==> config.mk <==
export PLATFORM = sky130hd
export DESIGN_NAME = int_alu
export DESIGN_NICKNAME = d
export VERILOG_FILES = /design/src/rtl/int_alu.sv
export SDC_FILE = /design/constraint.sdc
export NUM_CORES = 1
export LEC_CHECK = 0
export BUFFER_PORTS_ARGS = -buffer_cell sky130_fd_sc_hd__buf_4
export CAP_MARGIN = 25
export CORE_UTILIZATION = 45
export DETAILED_ROUTE_END_ITERATION = 6
export PLACE_DENSITY = 0.63
export SKIP_LAST_GASP = 1
export SLEW_MARGIN = 0
export SYNTH_ARGS = -nofsm -noshare
export SYNTH_HDL_FRONTEND = slang
export SYNTH_SLANG_ARGS = --single-unit
==> constraint.sdc <==
create_clock -name vclk -period 6.3
set_clock_uncertainty 0.05 [all_clocks]
set_input_delay 0.315 -clock vclk [all_inputs]
set_output_delay 0.315 -clock vclk [all_outputs]
set_load 0.01 [all_outputs]
==> src/rtl/int_alu.sv <==
module int_alu #(
  parameter int W  = 32,
  parameter int SW = 5
) (
  input  logic          clk,
  input  logic          rst_n,
  input  logic [W-1:0]  a,
  input  logic [W-1:0]  b,
  input  logic [3:0]    op,
  input  logic [SW-1:0] shamt,
  output logic [W-1:0]  result,
  output logic          zero,
  output logic          ovf
);
  localparam logic [3:0] OP_AND = 4'b0000, OP_OR  = 4'b0001, OP_ADD = 4'b0010,
                         OP_XOR = 4'b0011, OP_SLL = 4'b0100, OP_SRL = 4'b0101,
                         OP_SRA = 4'b0110, OP_SLT = 4'b0111, OP_SUB = 4'b1010,
                         OP_NOR = 4'b1100;

  logic          is_sub;
  logic [W-1:0]  b_eff;
  logic [W:0]    sum_full;
  logic [W-1:0]  sum;
  logic          arith_ovf;
  logic          less;

  assign is_sub    = (op == OP_SUB) || (op == OP_SLT);
  assign b_eff     = is_sub ? ~b : b;
  assign sum_full  = {1'b0, a} + {1'b0, b_eff} + {{W{1'b0}}, is_sub};
  assign sum       = sum_full[W-1:0];
  assign arith_ovf = (a[W-1] == b_eff[W-1]) && (sum[W-1] != a[W-1]);
  assign less      = sum[W-1] ^ arith_ovf;

  always_comb begin
    unique case (op)
      OP_AND:  result = a & b;
      OP_OR:   result = a | b;
      OP_XOR:  result = a ^ b;
      OP_NOR:  result = ~(a | b);
      OP_ADD,
      OP_SUB:  result = sum;
      OP_SLT:  result = {{(W-1){1'b0}}, less};
      OP_SLL:  result = b << shamt;
      OP_SRL:  result = b >> shamt;
      OP_SRA:  result = $signed(b) >>> shamt;
      default: result = '0;
    endcase
  end

  assign zero = (result == '0);
  assign ovf  = ((op == OP_ADD) || (op == OP_SUB)) && arith_ovf;

  a_r1_add_ovf: assert property (@(posedge clk) disable iff (!rst_n)
    (op == OP_ADD) |-> (ovf == ((a[W-1] == b[W-1]) && (result[W-1] != a[W-1]))));
  a_r2_sub_ovf: assert property (@(posedge clk) disable iff (!rst_n)
    (op == OP_SUB) |-> (ovf == ((a[W-1] != b[W-1]) && (result[W-1] != a[W-1]))));
  a_r5_slt_bit: assert property (@(posedge clk) disable iff (!rst_n)
    (op == OP_SLT) |-> (result[W-1:1] == '0));
  a_r7_sra_fill: assert property (@(posedge clk) disable iff (!rst_n)
    (op == OP_SRA && b[W-1] && shamt != '0) |-> result[W-1]);
  a_r8_zero: assert property (@(posedge clk) disable iff (!rst_n)
    zero == ($countones(result) == 0));
  a_r9_no_ovf: assert property (@(posedge clk) disable iff (!rst_n)
    (op != OP_ADD && op != OP_SUB) |-> !ovf);
endmodule

# [Yosys cells after proc, flatten, opt, wreduce, memory -nomap -nowiden]
# Index checks and enable logic that the tools add are counted.
[word_totals] register_bits=0 in_bits=75 wordCells=31
[op_classes] add_sub_neg=2 eq_ne=11 n_shift=3 muxes=2 bitwise=6 n_reduce_logical=7
[ops] op="$pmux W32 S9" n=1
[ops] op="$not A32 Y32" n=2
[ops] op="$add A32 B1 Y32" n=1
[ops] op="$add A32 B32 Y32" n=1
[ops] op="$and A32 B32 Y32" n=1
[ops] op="$logic_not A32 Y1" n=1
[ops] op="$mux W32" n=1
[ops] op="$or A32 B32 Y32" n=1
[ops] op="$shl A32 B5 Y32" n=1
[ops] op="$shr A32 B5 Y32" n=1
[ops] op="$sshr A32 B5 Y32" n=1
[ops] op="$xor A32 B32 Y32" n=1
[ops] op="$eq A4 B3 Y1 const B" n=4
[ops] op="$eq A4 B2 Y1 const B" n=2
[ops] op="$eq A4 B4 Y1 const B" n=2
[ops] op="$eq A4 B1 Y1 const B" n=1
[ops] op="$logic_not A4 Y1" n=1
[ops] op="$logic_and A1 B1 Y1" n=2
[ops] op="$logic_or A1 B1 Y1" n=2
[ops] op="$reduce_or A2 Y1" n=1
[ops] op="$eq A1 B1 Y1" n=1
[ops] op="$ne A1 B1 Y1" n=1
[ops] op="$xor A1 B1 Y1" n=1

# [Longest topological paths before layout]
# Gate-level depths: netlist of run 1.
[depth] ltp_word=10 ltp_mapped=16 depth_no_buf=15

# [Worst setup path after synthesis of run 1]
# No wires, ideal clock.
[synth_path] kind="in2out" startpoint="input port op[1]" endpoint="output port zero" t_arrival_ns=4.681 t_required_ns=5.935 setup_slack_ns=1.254 cell_stages=15 n_path_buf=1 cell_sequence="and4b_1 > a31oi_1 > clkbuf_1 > xnor2_1 > fa_1 > a21oi_1 > o211ai_2 > a311oi_1 > o21ba_2 > o311ai_1 > or3_1 > or4_1 > nor4b_2 > nand4_1 > nor4b_2"
[synth_rtl] element="start, declared" line="9" source="input logic [3:0] op,"
[synth_rtl] element="$eq A4 B4 Y1 or $eq A4 B3 Y1 (tied branches)" line="27, 35"
[synth_rtl] element="$logic_or A1 B1 Y1" line="27" source="assign is_sub = (op == OP_SUB) || (op == OP_SLT);"
[synth_rtl] element="$mux W32" line="28" source="assign b_eff = is_sub ? ~b : b;"
[synth_rtl] element="$add A32 B32 Y32" line="29" source="assign sum_full = {1'b0, a} + {1'b0, b_eff} + {{W{1'b0}}, is_sub};"
[synth_rtl] element="$add A32 B1 Y32" line="29"
[synth_rtl] element="$pmux W32 S9 *" line="35" source="unique case (op)"
[synth_rtl] element="net result[14]" line="11" source="output logic [W-1:0] result,"
[synth_rtl] element="$logic_not A32 Y1 *" line="50" source="assign zero = (result == '0);"
[synth_rtl] element="end, declared" line="12" source="output logic zero,"
# The timed path passes the listed nets; every way through them passes the cells marked *.

# [Worst setup path in the final report of run 1]
[layout_path] startpoint="input port op[1]" endpoint="output port zero"
[layout_between] elab_chain_len=10
[layout_rtl] element="$eq A4 B4 Y1 or $eq A4 B3 Y1 (tied branches)" line="27, 35"
[layout_rtl] element="$logic_or A1 B1 Y1" line="27"
[layout_rtl] element="$mux W32" line="28"
[layout_rtl] element="$add A32 B32 Y32" line="29"
[layout_rtl] element="$add A32 B1 Y32" line="29"
[layout_rtl] element="$ne A1 B1 Y1" line="31" source="assign arith_ovf = (a[W-1] == b_eff[W-1]) && (sum[W-1] != a[W-1]);"
[layout_rtl] element="$logic_and A1 B1 Y1" line="31"
[layout_rtl] element="$xor A1 B1 Y1" line="32" source="assign less = sum[W-1] ^ arith_ovf;"
[layout_rtl] element="$pmux W32 S9 *" line="35"
[layout_rtl] element="$logic_not A32 Y1 *" line="50"
# Every way passes the cells marked *; elsewhere a longest branch is shown, timed or not.

==> results.toml, run 1 <==
[outcome]
status = "completed"

[route]
wire_per_inst_um = 28.4
drt-initial-drc-count = 1254
num_vias = 10072
totalWireLength_um = 40500
ant_nets = 0
drt_first_pass_iters = 6
viasPerCell = 7.06
drc_errors = 0

[worst_setup_path]
path_delay_family = "compound AO/OA/AOI/OAI gates"
cp_max_fo = 30
crit_type = "primary input to output pin"
crit_start = "op[1]"
required_ns = 5.93
end_kind = "output pin"
cp_cell_sequence = "buf_4, and4b_1, a31oi_4, buf_4, xnor2_1, ha_1, nand2_1, o41ai_2, o211a_1, a21o_1, nor4_1, o31ai_1, o221ai_1, nor3_1, nor4b_2, buf_4"
worst-path-buf-inv = 3
crit_slowest_cell = "o31ai_1"
max_stage_delay_ns = 0.66
cp.arrival_ns = 5.14
cp_num_cells = 16
crit_path_end = "zero"
cpMostUsedCell = "buf_4"
cp-start-kind = "primary input"

[power]
intPower_uw = 382
leakage_uw = 0.00417
power.density_nw_per_um2 = 104
seqPwrFrac_pct = 0
irDropWorstVdd_mv = 0.0631
p_switching_uw = 602
swShare_pct = 61.2
power_uw = 983
pwr-share-clk_pct = 0
power_frac_comb_pct = 100.0

[placement]
io_buffers = 107
dp_hpwl_um = 31200
gp_congestion = 1.07

[layout]
seq_cell_count = 0
num-nets-final = 1373
final_util_pct = 50.6
regArea_um2 = 0
diodes = 0
drive_gt1_share_pct = 18.5
clockBufferCount = 0
syn_to_final_growth_pct = 9.60

[sta]
grt_setup_unrepaired = "no"
maxSlewViolCount = 0
timing.final.crit_share_pct = 87.3
fin_hold_ws_ns = 1.19
maxSlewHeadroom_pct = 31.1
hold_viol = 0
setup_viol = 0
timing.fmax_mhz = 182
tightest_slew_ns = 1.02
setup-tns-final_ns = 0
period_minus_slack_ns = 5.50

[die]
fp.dieW_um = 141
initial_core_util_pct = 46.2
die_h_um = 141
ios = 109
fp.coreArea_um2 = 18800
dieArea_um2 = 19800
rows = 50

[min_path]
hold_depth = 5
hold_path.class = "primary input to output pin"

[synthesis]
yosys-top-cells-area = "ha_1 15%, mux4_2 12%, mux2i_1 7.6%"
yosysWarnings = 0
yosys-top-cells-count = "124 x nand2_1, 103 x ha_1, 79 x inv_1, 74 x nor2_1, 72 x clkbuf_1"
yosysTopAreaCellShare_pct = 14.9
synth_most_common_cell = "nand2_1"
syn_avg_cell_area_um2 = 7.37
synth_top_cell_by_area = "ha_1"
syn_nets = 1354
ys_seq_area_share_pct = 0
syn-instance-count = 1175
synth_area_um2 = 8660
synth_cell_types = 77

[cts]
hold_buffers = 0
post_cts_buffers = 0
cts_resized = 0

[global_route]
grt_pass1_vias = 9184
track_usage_pct = 40.0
grt_pass1_wl_um = 59300
grt_max_degree = 80
antenna_found_initial = 1
grt_overflow = 0

[flow_run]
drv_cap = 0
[kinds of logic (layout without fill, tap and decap cells)]
kind of cell    Yosys count  after routing  synth area share, %
compound gates          345            345                 27.9
simple gates            351            351                 19.6
xor+xnor                 48             48                 4.85
buf+inv                 191            208                 9.08
fa+ha+maj               104            104                 15.1
mux                     136            136                 23.5
[cell usage in the layout, fill, tap and decap left out, types with 19 or more instances in the layout]
cell type	n
o211ai_1	22
ha_1	103
o21ai_0	56
a21oi_1	63
mux2_2	19
mux2i_1	66
nor3_1	21
nor2_1	74
a211oi_1	20
nand3_1	30
o22ai_1	22
mux4_2	46
xnor2_1	39
inv_1	79
nand2_1	124
buf_4	127
[metal layers]
metal / share of wire (%) / vias to the layer above / track usage [%]
met1: 41 / 4823 / 54.7
met5: 0 / - / 0
li1: - / 4470 / -
met3: 9.7 / 124 / 4.52
met2: 44 / 655 / 63.5
met4: 5.2 / 0 / 17.0
[power groups by stage]
stage	clock network (uW)	registers (uW)	logic (uW)
6_report	0	0	983
5_1_grt	0	0	1040
3_3_place_gp	0	0	951
4_1_cts	0	0	959
3_5_place_dp	0	0	953
2_1_floorplan	0	0	626
[per-stage QoR]
| step | setup slack, ns | cells | cell area [um^2] |
|---|---|---|---|
| 5_1_grt | 0.629 | 1426 | 9500 |
| 3_3_place_gp | 1.04 | 1426 | 9500 |
| 2_1_floorplan | 1.25 | 1175 | 8660 |
| 3_5_place_dp | 0.946 | 1426 | 9500 |
| 6_report | 0.799 | 1426 | 9500 |
| 4_1_cts | 0.909 | 1426 | 9500 |
[how the worst min path moves through the flow]
stage	startpoint	endpoint	slack, ns
4_1_cts	a[31]	ovf	1.17
6_report	a[31]	ovf	1.19
5_1_grt	a[31]	ovf	1.20
3_3_place_gp	a[31]	ovf	1.17
2_1_floorplan	a[31]	ovf	0.83
3_5_place_dp	a[31]	ovf	1.17
[cell type report]
class / count / area [um^2]
fill: 1912 / 9270
multi-input combinational: 984 / 7950
inverter: 81 / 304
tap: 234 / 293
timing repair buffer: 127 / 953
No activity file was read; power rests on OpenSTA's default activity.
==> run 2: changes to the inputs <==
RECOVER_POWER = 25   (was not set)
==> results.toml, run 2 (synthesized netlist as in run 1, its figures left out) <==
[layout]
syn_to_final_growth_pct = 9.46
num-fill-cells = 1914
final_common_cell = "buf_4"
final_cell_area_um2 = 9480
num-nets-final = 1373
drive_gt1_share_pct = 18.2
diodes = 0
regArea_um2 = 0
seq_cell_count = 0
layout_common_cells = "125 x buf_4, 124 x nand2_1, 103 x ha_1"
clockBufferCount = 0

[route]
ant_nets = 0
drc_errors = 0
wire_per_inst_um = 28.4
viasPerCell = 7.12
totalWireLength_um = 40500
num_vias = 10160
drt-initial-drc-count = 1318
drt_first_pass_iters = 6

[die]
initial_core_util_pct = 46.2
fp.dieW_um = 141
ios = 109
fp.coreArea_um2 = 18800
dieArea_um2 = 19800
rows = 50
die_h_um = 141

[sta]
period_minus_slack_ns = 5.63
timing.fmax_mhz = 178
tightest_slew_ns = 1.07
setup-tns-final_ns = 0
setup_viol = 0
maxSlewHeadroom_pct = 28.2
grt_setup_unrepaired = "no"
hold_viol = 0
timing.final.crit_share_pct = 89.3
maxSlewViolCount = 0
fin_ws_ns = 0.675

[flow_run]
drv_cap = 0

[worst_setup_path]
cp_max_fo = 30
cp-start-kind = "primary input"
cp.arrival_ns = 5.26
required_ns = 5.93
crit_type = "primary input to output pin"
end_kind = "output pin"

[min_path]
hold_path.class = "primary input to output pin"
hold_depth = 5

[cts]
cts_resized = 0
post_cts_buffers = 0
hold_buffers = 0

[placement]
preCtsSetupSlack_ns = 0.946
io_buffers = 107
dp_hpwl_um = 31200
placed_area_um2 = 9500
gp_congestion = 1.07

[global_route]
antenna_found_initial = 1
grt_pass1_vias = 9184
grt_pass1_wl_um = 59300
grt_overflow = 0
track_usage_pct = 40.0
grt_max_degree = 80

[power]
irDropWorstVdd_mv = 0.0634
power.density_nw_per_um2 = 104
leakage_uw = 0.00416

[outcome]
status = "completed"
-- run 2: cell count changes in the layout (fill, tap and decap cells not counted), sizes merged --
cell	previous run	this run
clkbuf	0	2
buf	127	125
-- run 2: area by class of cell --
class | count | area, um^2 | share of cell area (%)
Tap cell | 234 | 293 | 3.09
Multi-Input combinational cell | 984 | 7940 | 83.7
Timing Repair Buffer | 127 | 946 | 9.97
Inverter | 81 | 304 | 3.21
-- run 2: final timing paths --
path               end   from
hold / removal     ovf  a[31]
setup / recovery  zero  op[1]
-- run 2: layer usage --
| metal | global-route usage (%) | part of all wire (%) | vias up |
|---|---|---|---|
| li1 | - | - | 4474 |
| met1 | 54.7 | 41 | 4897 |
| met2 | 63.5 | 44 | 670 |
| met3 | 4.52 | 9.6 | 119 |
| met4 | 17.0 | 5.1 | 0 |
| met5 | 0 | 0 | - |
-- run 2: worst max-delay path, stage by stage --
cell	delay, ns
buf_4	0.24
and4b_1	0.32
a31oi_4	0.30
buf_4	0.37
xnor2_1	0.12
ha_1	0.38
nand3_1	0.10
o211ai_1	0.44
a311oi_1	0.17
buf_4	0.18
nor3b_1	0.28
o311ai_1	0.17
or3_1	0.38
or4_1	0.54
nor4b_2	0.31
nand4_1	0.21
nor4b_2	0.25
buf_4	0.16
-- run 2: power by group --
group	switching, uW	internal (uW)
Sequential	0	0
Clock	0	0
Combinational	603	380
Total	603	380
-- run 2: stage by stage --
step / power (uW) / util (%) / std cells / hold WS, ns
floorplan: 626 / - / 1175 / 0.829
global placement: 951 / 50.6 / 1426 / 1.17
detailed placement: 953 / 50.6 / 1426 / 1.17
CTS: 959 / 50.6 / 1426 / 1.17
global route: 1040 / 50.5 / 1426 / 1.20
finish: 983 / 50.5 / 1426 / 1.20
==> run 3: changes to the inputs <==
MAX_ROUTING_LAYER = met4   (was not set)
==> results.toml, run 3 (synthesized netlist as in run 1, its figures left out) <==
[die]
initial_core_util_pct = 46.2
fp.dieW_um = 141
die_h_um = 141
fp.coreArea_um2 = 18800
rows = 50
dieArea_um2 = 19800
ios = 109

[worst_setup_path]
cp.arrival_ns = 5.44
crit_type = "primary input to output pin"
end_kind = "output pin"
cp-start-kind = "primary input"
cp_max_fo = 67
required_ns = 5.93

[route]
wirelength_met1_um = 15700
ant_nets = 0
totalWireLength_um = 39800
wl_met2_um = 17600
routed.top_layer = "met4"
viasPerCell = 6.99
wire_per_inst_um = 27.9
num_vias = 9995
drt_first_pass_iters = 7
drt-initial-drc-count = 1223
drc_errors = 0
route.met3.wl_um = 4440

[global_route]
grt_max_degree = 68
antenna_found_initial = 1
grt_overflow = 0
track_usage_pct = 40.6
grt_pass1_vias = 9177
grt_pass1_wl_um = 58400

[min_path]
min_to = "result[13]"
hold_start = "a[13]"
hold_depth = 5
hold_path.class = "primary input to output pin"

[cts]
cts_resized = 0
hold_buffers = 0
post_cts_buffers = 0

[sta]
period_minus_slack_ns = 5.80
timing.final.crit_share_pct = 92.1
grt_setup_unrepaired = "no"
hold_viol = 0
setup-tns-final_ns = 0
tightest_slew_ns = 1.96
setup_viol = 0
maxSlewViolCount = 68
maxSlewHeadroom_pct = -30.5
timing.fmax_mhz = 172

[layout]
num-fill-cells = 1934
regArea_um2 = 0
drive_gt1_share_pct = 18.2
num-nets-final = 1375
multi_input_area_um2 = 7940
clockBufferCount = 0
syn_to_final_growth_pct = 9.53
layout_common_cells = "124 x nand2_1, 124 x buf_4, 103 x ha_1"
seq_cell_count = 0

[placement]
dp_hpwl_um = 30900
gp_congestion = 1.09
io_buffers = 107

[outcome]
violations = "max-capacitance violations, max-slew violations"
status = "finished, violations left"

[flow_run]
drv_cap = 1
run 3: changes by cell type in the layout (fill, tap and decap cells not counted):
cell      delta
nor4b_1      +1
clkbuf_1     +2
o211ai_2     +1
clkbuf_2     +1
buf_4        -1
o211ai_1     -1
nor4b_2      -1
diode_2      +1
run 3: how the worst max path moves through the flow:
| stage | slack (ns) | start | end |
|---|---|---|---|
| final | 0.50 | shamt[1] | zero |
| after global placement | 1.10 | op[1] | zero |
| after global routing | 0.34 | shamt[1] | zero |
| after CTS | 1.03 | op[1] | zero |
| after detailed placement | 1.05 | op[1] | zero |
| after floorplan | 1.25 | op[1] | zero |
run 3: critical path, stage by stage:
cell and delay (ns):
clkbuf_2 1.38, mux4_2 0.67, mux2i_1 0.74, nor2_1 0.10, a211oi_1 0.25, nand4_1 0.12
a211o_1 0.28, or4_1 0.59, nor4b_2 0.32, nand4_1 0.21, nor4b_2 0.25, buf_4 0.16
run 3: area by class of cell:
class | count | area share, %
Multi-Input combinational cell | 984 | 83.7
Tap cell | 234 | 3.09
Antenna cell | 1 | 0.0264
Timing Repair Buffer | 129 | 10.0
Inverter | 81 | 3.20
run 3: layer usage:
layer	vias up	track usage, %
met2	674	62.7
met3	112	7.64
met4	0	18.1
li1	4465	-
met1	4744	51.6
met5	-	-
run 3: metrics by stage:
stage	instance area (um^2)	cells	util [%]	hold WS (ns)	setup slack, ns
6_report	9490	1429	50.6	1.19	0.497
5_1_grt	9490	1429	50.6	1.23	0.335
4_1_cts	9510	1428	50.6	1.19	1.03
3_5_place_dp	9510	1428	50.6	1.18	1.05
3_3_place_gp	9510	1428	50.6	1.18	1.10
2_1_floorplan	8660	1175	-	0.829	1.25
